File: src/rtl/oc_fault_pkg.sv
package oc_fault_pkg;

    typedef enum logic [1:0] {
        STEP_HOLD,
        STEP_UP,
        STEP_DOWN,
        STEP_CLEAR
    } cnt_step_e;

    typedef struct packed {
        logic period_end;
        logic oc_hit;
    } sw_period_t;

    function automatic cnt_step_e pick_step(input logic en, input sw_period_t p);
        if (!en)
            return STEP_CLEAR;
        else if (!p.period_end)
            return STEP_HOLD;
        else if (p.oc_hit)
            return STEP_UP;
        else
            return STEP_DOWN;
    endfunction

endpackage

File: src/rtl/oc_period_sampler.sv
module oc_period_sampler
    import oc_fault_pkg::*;
(
    input  logic       clk,
    input  logic       rst,
    input  logic       lo_drive,
    input  logic       oc_flag,
    input  logic       en,
    output sw_period_t period
);

    logic lo_q;
    logic oc_seen;

    always_comb begin
        period.period_end = lo_q & ~lo_drive;
        period.oc_hit     = oc_seen;
    end

    always_ff @(posedge clk) begin
        if (rst) begin
            lo_q    <= 1'b0;
            oc_seen <= 1'b0;
        end else begin
            lo_q <= lo_drive;
            if (!en || period.period_end)
                oc_seen <= 1'b0;
            else if (lo_drive && oc_flag)
                oc_seen <= 1'b1;
        end
    end

    AST_SEEN_CLEARED: assert property (@(posedge clk) disable iff (rst)
        period.period_end |=> !oc_seen);

    AST_NO_HIT_WHEN_OFF: assert property (@(posedge clk) disable iff (rst)
        !en |=> !period.oc_hit);

endmodule

File: src/rtl/oc_leaky_counter.sv
module oc_leaky_counter
    import oc_fault_pkg::*;
#(
    parameter int CNT_W      = 7,
    parameter int TRIP_LEVEL = 65
) (
    input  logic             clk,
    input  logic             rst,
    input  logic             en,
    input  sw_period_t       period,
    output logic [CNT_W-1:0] cnt,
    output logic             reach_trip
);

    localparam logic [CNT_W-1:0] TRIP_V = CNT_W'(TRIP_LEVEL);
    localparam logic [CNT_W-1:0] ONE_V  = CNT_W'(1);

    cnt_step_e        step;
    logic [CNT_W-1:0] cnt_nxt;

    always_comb begin
        step = pick_step(en, period);
        unique case (step)
            STEP_CLEAR: cnt_nxt = '0;
            STEP_UP:    cnt_nxt = (cnt == TRIP_V) ? cnt : cnt + ONE_V;
            STEP_DOWN:  cnt_nxt = (cnt == '0) ? cnt : cnt - ONE_V;
            default:    cnt_nxt = cnt;
        endcase
        reach_trip = (step == STEP_UP) && (cnt_nxt == TRIP_V);
    end

    always_ff @(posedge clk) begin
        if (rst)
            cnt <= '0;
        else
            cnt <= cnt_nxt;
    end

    AST_CLEAR_WHEN_OFF: assert property (@(posedge clk) disable iff (rst)
        !en |=> (cnt == '0));

    AST_SINGLE_STEP: assert property (@(posedge clk) disable iff (rst)
        en |=> (cnt == $past(cnt) || cnt == $past(cnt) + ONE_V || cnt == $past(cnt) - ONE_V));

    AST_HOLD_MID_PERIOD: assert property (@(posedge clk) disable iff (rst)
        (en && !period.period_end) |=> $stable(cnt));

    AST_NO_OVERFLOW: assert property (@(posedge clk) disable iff (rst)
        cnt <= TRIP_V);

endmodule

File: src/rtl/oc_fault_latch.sv
module oc_fault_latch (
    input  logic clk,
    input  logic rst,
    input  logic set_req,
    output logic fault
);

    always_ff @(posedge clk) begin
        if (rst)
            fault <= 1'b0;
        else if (set_req)
            fault <= 1'b1;
    end

    AST_FAULT_STICKY: assert property (@(posedge clk) disable iff (rst)
        fault |=> fault);

endmodule

File: src/rtl/oc_fault_counter.sv
module oc_fault_counter
    import oc_fault_pkg::*;
#(
    parameter int CNT_W      = 7,
    parameter int TRIP_LEVEL = 65
) (
    input  logic             clk,
    input  logic             rst,
    input  logic             lo_drive,
    input  logic             oc_flag,
    input  logic             count_en,
    output logic             fault,
    output logic [CNT_W-1:0] oc_count
);

    localparam logic [CNT_W-1:0] TRIP_V = CNT_W'(TRIP_LEVEL);

    sw_period_t period;
    logic       reach_trip;

    initial begin
        AST_TRIP_FITS: assert (TRIP_LEVEL >= 1 && TRIP_LEVEL < (1 << CNT_W));
    end

    oc_period_sampler u_sampler (
        .clk      (clk),
        .rst      (rst),
        .lo_drive (lo_drive),
        .oc_flag  (oc_flag),
        .en       (count_en),
        .period   (period)
    );

    oc_leaky_counter #(
        .CNT_W      (CNT_W),
        .TRIP_LEVEL (TRIP_LEVEL)
    ) u_counter (
        .clk        (clk),
        .rst        (rst),
        .en         (count_en),
        .period     (period),
        .cnt        (oc_count),
        .reach_trip (reach_trip)
    );

    oc_fault_latch u_latch (
        .clk     (clk),
        .rst     (rst),
        .set_req (reach_trip),
        .fault   (fault)
    );

    AST_FAULT_AT_TRIP: assert property (@(posedge clk) disable iff (rst)
        $rose(fault) |-> (oc_count == TRIP_V));

endmodule

File: config.mk
export PLATFORM = sky130hd
export DESIGN_NAME = oc_fault_counter
export DESIGN_NICKNAME = d
export VERILOG_FILES = /design/src/rtl/oc_fault_pkg.sv /design/src/rtl/oc_period_sampler.sv /design/src/rtl/oc_leaky_counter.sv /design/src/rtl/oc_fault_latch.sv /design/src/rtl/oc_fault_counter.sv
export SDC_FILE = /design/constraint.sdc
export NUM_CORES = 1
export LEC_CHECK = 0
export CORE_UTILIZATION = 50
export CTS_CLUSTER_SIZE = 8
export DETAILED_ROUTE_END_ITERATION = 12
export GPL_ROUTABILITY_DRIVEN = 0
export GPL_TIMING_DRIVEN = 0
export PLACE_DENSITY = 0.75
export SYNTH_ARGS = -nofsm -noshare
export SYNTH_HDL_FRONTEND = slang
export SYNTH_SLANG_ARGS = --single-unit
File: constraint.sdc
create_clock -name clk -period 4.56 [get_ports clk]
set_clock_uncertainty 0.15 [all_clocks]
set_input_delay 1.368 -clock clk [delete_from_list [all_inputs] [get_ports clk]]
set_output_delay 1.368 -clock clk [all_outputs]
set_load 0.005 [all_outputs]
## Word level (Yosys, flattened, before mapping)

Cells that the tools add are included.

- Register bits: 10
- Input port bits: 5
- Word-level logic and storage cells: 25

- $add $sub $neg: 2
- Equality and inequality tests: 5
- Muxes and demuxes: 6
- Bitwise gates (word level): 2
- Reductions and logical operators: 6

Operators with widths:

| kind | number |
|---|---|
| 7-bit case mux with 3 select lines | 1 |
| 7-bit == test, second input constant | 2 |
| 7-bit 2-to-1 mux | 2 |
| 7-bit by 1-bit adder with 7-bit output, second input constant | 1 |
| 7-bit logical NOT | 1 |
| 7-bit by 1-bit subtractor with 7-bit output, second input constant | 1 |
| 2-bit 2-to-1 mux | 3 |
| 2-bit == test, second input constant | 2 |
| 2-bit by 1-bit == test with 1-bit output, second input constant | 1 |
| 1-bit logical AND | 2 |
| 2-bit OR reduction | 1 |
| 1-bit AND | 1 |
| 1-bit logical NOT | 1 |
| 1-bit logical OR | 1 |
| 1-bit NOT | 1 |

## Logic depth before layout (Yosys ltp)

- Depth after elaboration: 8
- Depth in mapped cells: 8

## Hierarchy

Synthesis repeated with hierarchy kept, for this count alone.

- Cell total of the unflattened synthesis: 104
- Area, all modules: 858.3 um^2

By module, submodules not included:

| module | instances | cells an instance | area an instance (um^2) |
|---|---|---|---|
| oc_leaky_counter | 1 | 93 | 744.5 |
| oc_period_sampler | 1 | 9 | 83.8 |
| oc_fault_latch | 1 | 2 | 30.0 |

## Least setup slack after synthesis

Ideal clock, no wire load.

- Path type: input to register
- From: input port lo_drive
- To: register u_latch.fault
- Library setup time: 87 ps
- Data arrival time: 2593 ps
- Data required time: 4323 ps
- Slack: 1730 ps
- Cell stages on the path: 6
- Buffers on the path: 0
- Cell sequence: nand2b_1 > and2_1 > o21ai_0 > o211a_1 > or4b_1 > o31ai_1

- Cells in the longest elaborated chain, start to end: 8

Ends and longest elaborated chain:

| element | line | RTL |
|---|---|---|
| start: declaration | oc_fault_counter.sv:9 | `input logic lo_drive,` |
| 1-bit NOT * | oc_period_sampler.sv:16 | `period.period_end = lo_q & ~lo_drive;` |
| 1-bit AND * | oc_period_sampler.sv:16 |  |
| 2-bit 2-to-1 mux * | oc_fault_pkg.sv:18 | `else if (!p.period_end)` |
| 2-bit 2-to-1 mux * | oc_fault_pkg.sv:16 | `if (!en)` |
| 2-bit == test or 2-bit by 1-bit == test with 1-bit output (tied branches) | oc_leaky_counter.sv:23, oc_leaky_counter.sv:29 |  |
| 7-bit case mux with 3 select lines | oc_leaky_counter.sv:23 | `unique case (step)` |
| 7-bit == test | oc_leaky_counter.sv:29 | `reach_trip = (step == STEP_UP) && (cnt_nxt == TRIP_V);` |
| 1-bit logical AND * | oc_leaky_counter.sv:29 |  |
| end signal: assignment | oc_fault_latch.sv:10 | `fault <= 1'b0;` |
| end signal: assignment | oc_fault_latch.sv:12 | `fault <= 1'b1;` |
| end: declaration | oc_fault_latch.sv:5 | `output logic fault` |

Every way passes the cells marked *; elsewhere a longest branch is shown, timed or not.
A chain may end at the register's enable or synchronous reset.

## Worst setup path after layout

Same ends and word-level chain as after synthesis.

==> results.yml <==
run_status:
  status: "completed"
routing:
  vias: 813
  drc: 0
  drt_first_pass_iters: 4
  drtIter0Drc: 39
  avgRoutedWirePerCell_um: 14.54
  viasPerCell: 6.352
  ant_nets: 0
  drt-total-wl_mm: 1.861
logic_synthesis:
  yosys_warnings: 0
  syn_avg_cell_area_um2: 8.101
  synth-edff-count: 0
  synth_seq_area_share_pct: 24.96
  synth_area_leaders: "dfxtp_1, buf_6, ha_1"
  synth_nets: 107
  synth_top_cell_by_area: "dfxtp_1"
  yosysTopAreaCellShare_pct: 24.96
  syn_area_um2: 802.0
  synth_ff_type: "dfxtp_1"
  yosys_register_bits: 10
  async_flop_share_pct: 0
  synth_cell_type_count: 40
  syn_inst: 99
cts:
  ctsRootBufferMaster: "clkbuf_4"
  cts_tree: "built"
  clock-sinks: 10
  clock_latency_ns: 0.26
  cts_resized: 0
  cts_setup_buffers: 0
  path_clk_slew_ns: 0.06
  cts_made_buffers: 3
  ctsHoldBuffers: 0
  clock_path_buffers: 2
  cts.htree.levels: 1
worst_setup_path:
  required_ns: 4.58
  worst_setup_path_end_kind: "register"
  path_max_fanout: 7
  cp.arrival_ns: 3.34
  cpLargestDelayFamily: "simple AND/OR/NAND/NOR gates"
  critPathMaxStageDelay_ns: 0.48
  crit_slowest_cell: "clkdlybuf4s50_1"
  worstPathCellList: "clkdlybuf4s50_1 > nand2b_1 > and2_1 > o21ai_0 > o211a_1 > or4b_1 > o31ai_1"
  path_class: "primary input to register"
  crit_buf_inv: 1
  cp-start-kind: "primary input"
floorplanning:
  fp.dieH_um: 42.05
  rows: 14
  dieWidth_um: 42.05
  ios: 13
  dieArea_um2: 1768
  coreArea_um2: 1506
  initial_core_util_pct: 53.24
sta:
  report.final.setup_viol: 0
  max_freq_ghz: 0.3014
  relSlewSlack_pct: 48.39
  period_minus_slack_ns: 3.318
  drv_slew: 0
  worstMarginPinSlew_ns: 0.7637
  fin_crit_sh_pct: 72.77
  hold_viol: 0
  rsz0062_at_grt: "false"
  tns_ns: 0
final_layout:
  n_fill_cell: 133
  diodes: 0
  syn_to_final_growth_pct: 17.78
  fin_util_pct: 62.71
  drive_above_1_share_pct: 12.50
  final_area_um2: 944.7
  nNetsFinal: 122
min_path:
  hp-class: "register to register"
run:
  maxCapViolCount: 0
global_routing:
  antenna_found_initial: 0
  grt_pass1_wl_mm: 3.084
  grt_pass1_vias: 684
  grt_use_total_pct: 22.31
  grt.overflow.total: 0
  grt_max_degree: 11
power_and_ir_drop:
  powerDensity_nw_per_um2: 171.6
  power.total_mw: 0.1621
  power_leakage_nw: 0.3561
  ir_worst_vdd_uv: 210.1
placement:
  place.port_buffers: 10
  dp_hpwl_mm: 1.413
  dpl_cell_area_um2: 922.1
kinds of logic (layout without fill, tap and decap cells):
kind of cell | count (synthesis) | in the layout | share of synthesized area [%]
XOR/XNOR | 2 | 2 | 2.184
AND/OR/NAND/NOR | 54 | 54 | 40.56
buffers and inverters | 7 | 20 | 7.020
AO/OA/AOI/OAI | 23 | 23 | 20.60
flip-flops | 10 | 10 | 24.96
adder cells (fa/ha/maj) | 3 | 3 | 4.681
synthesized netlist by cell type, types with 2 or more instances:
| library cell | n |
|---|---|
| a31oi_1 | 2 |
| nand2_1 | 8 |
| inv_1 | 3 |
| a41oi_1 | 2 |
| nand4b_1 | 2 |
| o21ai_0 | 4 |
| a21oi_1 | 4 |
| nand4_1 | 2 |
| nand3_1 | 5 |
| nor3_1 | 4 |
| dfxtp_1 | 10 |
| nor2b_1 | 5 |
| o211a_1 | 2 |
| ha_1 | 3 |
| and2_1 | 5 |
| nand2b_1 | 2 |
| buf_6 | 4 |
| nor2_1 | 10 |
layout by cell type (no fill, tap or decap), types with 3 or more instances in the layout:
cell type / synthesis / layout
nand2_1: 8 / 8
nor3_1: 4 / 4
nor2_1: 10 / 10
o21ai_0: 4 / 4
nand3_1: 5 / 5
and2_1: 5 / 5
inv_1: 3 / 3
clkdlybuf4s50_1: 0 / 10
clkbuf_4: 0 / 3
nor2b_1: 5 / 5
buf_6: 4 / 4
dfxtp_1: 10 / 10
a21oi_1: 4 / 4
ha_1: 3 / 3
power by group:
part | switching [mW] | total (mW) | internal, mW
Sequential | 0.000747 | 0.0889 | 0.0881
Combinational | 0.00747 | 0.0148 | 0.00737
Clock | 0.0280 | 0.0584 | 0.0304
Total | 0.0362 | 0.162 | 0.126
metal layers:
metal  vias up  routed length, µm  track usage [%]
li1        394                  -                -
met1       381                869            32.35
met2        38                882            32.81
met3         0                108            2.155
met4         0                  0            11.25
met5         -                  0                0
path summary, 6_finish.rpt:
| check | slack (ns) | from | end | cells past startpoint |
|---|---|---|---|---|
| max | 1.24 | lo_drive | u_latch.fault | 7 |
| min | 0.33 | u_latch.fault | u_latch.fault | 2 |
| max reg2reg | 2.10 | u_counter.cnt[0] | u_latch.fault | 8 |
| min reg2reg | 0.33 | u_latch.fault | u_latch.fault | 2 |
state kept, by name, indices dropped and copies added (netlist names):
signal	flops
u_counter.cnt	7
u_latch.fault	1
u_sampler.lo_q	1
u_sampler.oc_seen	1
area by class of cell:
class	instances	area, µm²	share of cell area, %
plain buffers	4	45.04	4.768
inverters	3	11.26	1.192
well taps	16	20.02	2.119
clock buffers	3	22.52	2.384
multi-input cells	82	545.5	57.75
flip-flops and latches	10	200.2	21.19
repair buffers	10	100.1	10.60
worst min-delay path, delay by kind of cell, from the launching register on:
kind	cells	cell delay, ns
AOI/OAI and AO/OA	1	0.06
DFF	1	0.33
and+or+nand+nor	1	0.06
stage by stage:
step                instances  setup WS [ns]  hold slack, ns
floorplan                  99          1.730          0.3059
global placement          125          1.029          0.2987
detailed placement        125         0.9941          0.3140
CTS                       128          1.248          0.3336
global route              128          1.042          0.3569
finish                    128          1.242          0.3290
(Power assumes the default switching activity.)
